===== src/rtl/vid_addr_gen.sv =====
module vid_addr_gen #(
  parameter int AW      = 14,
  parameter int RW      = 5,
  parameter int VW      = 7,
  parameter int VARIANT = 0
) (
  input  logic          clk,
  input  logic          rst_n,
  input  logic          start_wr,
  input  logic [AW-1:0] start_din,
  input  logic          disp_en,
  input  logic [RW-1:0] raster_cnt,
  input  logic [RW-1:0] max_scan,
  input  logic [VW-1:0] vrow_cnt,
  input  logic          frame_start,
  input  logic          line_start,
  output logic [AW-1:0] addr
);
  localparam bit ROW0_DIRECT = (VARIANT == 1);

  logic [AW-1:0] hold_q, line_q, addr_q;

  wire last_raster = (raster_cnt == RW'(max_scan - RW'(1)));
  wire from_hold   = ROW0_DIRECT && (vrow_cnt == '0);

  always_ff @(posedge clk) begin
    if (!rst_n)        hold_q <= '0;
    else if (start_wr) hold_q <= start_din;
  end

  always_ff @(posedge clk) begin
    if (!rst_n)           addr_q <= '0;
    else if (frame_start) addr_q <= hold_q;
    else if (line_start)  addr_q <= from_hold ? hold_q : line_q;
    else if (disp_en)     addr_q <= addr_q + AW'(1);
  end

  always_ff @(posedge clk) begin
    if (!rst_n)           line_q <= '0;
    else if (frame_start) line_q <= hold_q;
    else if (last_raster) line_q <= addr_q;
  end

  assign addr = addr_q;
endmodule


===== config.mk =====
export PLATFORM = sky130hd
export DESIGN_NAME = vid_addr_gen
export DESIGN_NICKNAME = d
export VERILOG_FILES = /design/src/rtl/vid_addr_gen.sv
export SDC_FILE = /design/constraint.sdc
export NUM_CORES = 1
export LEC_CHECK = 0
export BUFFER_PORTS_ARGS = -buffer_cell sky130_fd_sc_hd__buf_2
export CORE_MARGIN = 5
export CORE_UTILIZATION = 49
export CTS_CLUSTER_DIAMETER = 120
export DETAILED_ROUTE_END_ITERATION = 10
export PLACE_DENSITY = 0.76
export SETUP_SLACK_MARGIN = 0.02
export SLEW_MARGIN = 10
export SYNTH_ARGS = -nofsm -noshare
export SYNTH_HDL_FRONTEND = slang
export SYNTH_SLANG_ARGS = --single-unit

===== constraint.sdc =====
create_clock -name clk -period 1.85 [get_ports clk]
set_clock_uncertainty 0.2 [all_clocks]
set_input_delay 0 -clock clk [delete_from_list [all_inputs] [get_ports clk]]
set_output_delay 0 -clock clk [all_outputs]
set_load 0.1 [all_outputs]

==> reports/metrics.csv <==
metric,value,unit
tightest_slew,0.655,ns
min_period,1.65,ns
diodes,0,
report.final.slew_viol_count,0,
gp_congestion,0.865,
critical_path.cell_chain,and4_1 -> and4_1 -> xor2_1 -> a221oi_1 -> nor2b_1,
slew_headroom,56.3,%
clock.fmax,0.607,GHz
clk_latency,0.29,ns
setup_viol_count_final,0,
stdcell_count,370,
synth_fa_ha_area_share,1.10,%
post-place-ws,-0.0576,ns
reg2reg_slack,0.20,ns
crit_fanout,6,
overflow,0,
reg2reg_from,addr[6],
drtIter0Drc,82,
drc_errors,0,
rows,24,
dp.cells,347,
power_density,722,mW/mm2
cts-root-buf,clkbuf_8,
p_leak,1.17,nW
layout_setup_ws,0.203,ns
path_common_cell,and4_1,
worstRegToRegCells,5,
antenna_found_initial,0,
synth_top_cell_area_share,37.0,%
crit_end,addr[11],
synth_compound_area_share,18.2,%
ys_seq_area_share,37.0,%
clkSinkCount,42,
start_util,51.4,%
routedWlPerCell,13.9,um
cts_max_level,2,
avgViaCountPerCell,5.45,
drtPass1Iterations,4,
crit_arrival,1.63,ns
synth_seq_cells,42,
drv_cap,0,
grt_use_total,16.7,%
rsz0062_at_grt,false,
wirelength,5130,um
required,1.83,ns
dieHeight,78.1,um
synth_cells,262,
dieArea,0.00609,mm2
ctsResizeCount,0,
path_clk_slew,0.08,ns
synth_top_family_by_area,simple AND/OR/NAND/NOR gates,
synth_area_leaders,"dfxtp_1 37%, mux2i_1 14%, o21ai_0 6.4%",
status,completed,
gr-usage-met2,27.2,%
end_kind,flop,
placed_cell_area,0.00256,mm2
synthMuxAreaShare,13.7,%
hold_path.class,in -> reg,
reg2reg_to,addr[11],
mostFrequentLayoutCell,buf_2,
grt_max_degree,45,
async_flop_share,0,%
nets,356,
period_share,89.0,%
met1_usage,21.8,%
cts_buffers,5,
cpPeakStageDelay,0.38,ns
vias,2016,
synthToLayoutAreaGrowth,23.2,%
fin_area,0.00280,mm2
critPathSlowestCell,dfxtp_4,
hold_viol,0,
crit_start,addr[6],
clockBufferDepth,2,
start_kind,flop,
final_core_util,63.3,%
grt_pass1_wl,8540,um
synthFlopType,dfxtp_1,
synth_simple_gate_area_share,19.5,%
layout-drive-gt1-share,22.3,%
ir_worst_vdd,0.443,mV
hpwl,3660,um
use_met3,4.12,%
tritoncts,built,
syn_nets,301,
worstSetupPathType,reg -> reg,
synth_cell_types,44,
grt-busiest-layer,met2,
syn_area,0.00227,mm2
yosys_warnings,0,
synth_xor_area_share,5.40,%
antenna_left,0,
die_width,78.1,um
fillers,374,
yosys.area.top_type,dfxtp_1,
synth_edf_count,0,
grt_pass1_vias,1875,
io_buffers,43,
syn-mean-instance-area,8.66,um2
core-area,0.00441,mm2
final_cell_mix,"43 x buf_2, 31 x mux2i_1, 31 x dfxtp_1",
ios,51,
per-stage QoR:
| step | hold WS [ns] | total power, mW | setup TNS, ns |
|---|---|---|---|
| 6_report | 0.0138 | 2.02 | 0 |
| 5_1_grt | 0.0403 | 2.12 | 0 |
| 4_1_cts | 0.0147 | 2.04 | 0 |
| 3_5_place_dp | 0.0666 | 1.45 | -0.377 |
| 3_3_place_gp | 0.0539 | 1.44 | 0 |
| 2_1_floorplan | -0.0309 | 1.35 | 0 |
cell usage after synthesis, types with 2 or more instances:
cell and n:
nor2_1 4, o211a_1 3, inv_1 5, and4_1 2
nand2_1 28, clkbuf_1 13, nor3_1 4, nor2b_1 20
nand3_1 5, a22oi_1 2, ha_1 2, a21oi_1 21
xnor2_1 5, nor3b_1 2, and3_1 4, nand4_1 2
o21ai_0 29, mux2i_1 31, xor2_1 9, dfxtp_1 42
nand2b_1 3, and2_1 4
state kept, by name, indices dropped and copies added (netlist names):
name	cells
line_q	14
hold_q	14
addr	14
routing by layer:
metal / vias up / wire, um
met3: 9 / 311
met1: 916 / 2310
li1: 1032 / -
met4: 0 / 70
met2: 59 / 2430
met5: - / 0
worst min-delay path by stage:
stage | startpoint | to | slack, ns | cells after the start
after floorplan | start_din[1] | hold_q[1] | -0.03 | 2
after global placement | start_din[5] | hold_q[5] | 0.05 | 3
after detailed placement | start_din[1] | hold_q[1] | 0.07 | 3
after CTS | line_start | addr[13] | 0.01 | 5
after global routing | line_start | addr[13] | 0.04 | 5
final | line_start | addr[13] | 0.01 | 5
area by class of cell:
type	instances	area, um2	share of cell area [%]
multi-input combinational	197	1310	47.0
sequential	42	880	31.5
timing repair buffer	66	438	15.7
clock buffer	8	80.1	2.86
tap	52	65.1	2.33
inverter	5	18.8	0.671
critical path: cells and delay by family, from the launching register on:
| kind | cells | cell delay [ns] |
|---|---|---|
| AOI/OAI and AO/OA | 1 | 0.26 |
| DFF | 1 | 0.38 |
| xor gates and xnor gates | 1 | 0.08 |
| and+or+nand+nor | 3 | 0.61 |
logic make-up after synthesis:
logic type / after synthesis
buf+inv: 23
simple gates: 82
fa+ha+maj: 2
xor+xnor: 14
mux: 31
compound gates: 68
flops: 42
power by group:
| part | switching [mW] | internal (mW) |
|---|---|---|
| logic | 0.279 | 0.173 |
| clock network | 0.297 | 0.268 |
| registers | 0.0473 | 0.953 |
| total | 0.623 | 1.39 |
repair_timing:
item / in CTS / in global routing
endpoints found under the hold margin: 15 / 0
hold buffers: 15 / 0
setup buffers: 0 / 0
No activity file was read; power rests on OpenSTA's default activity.
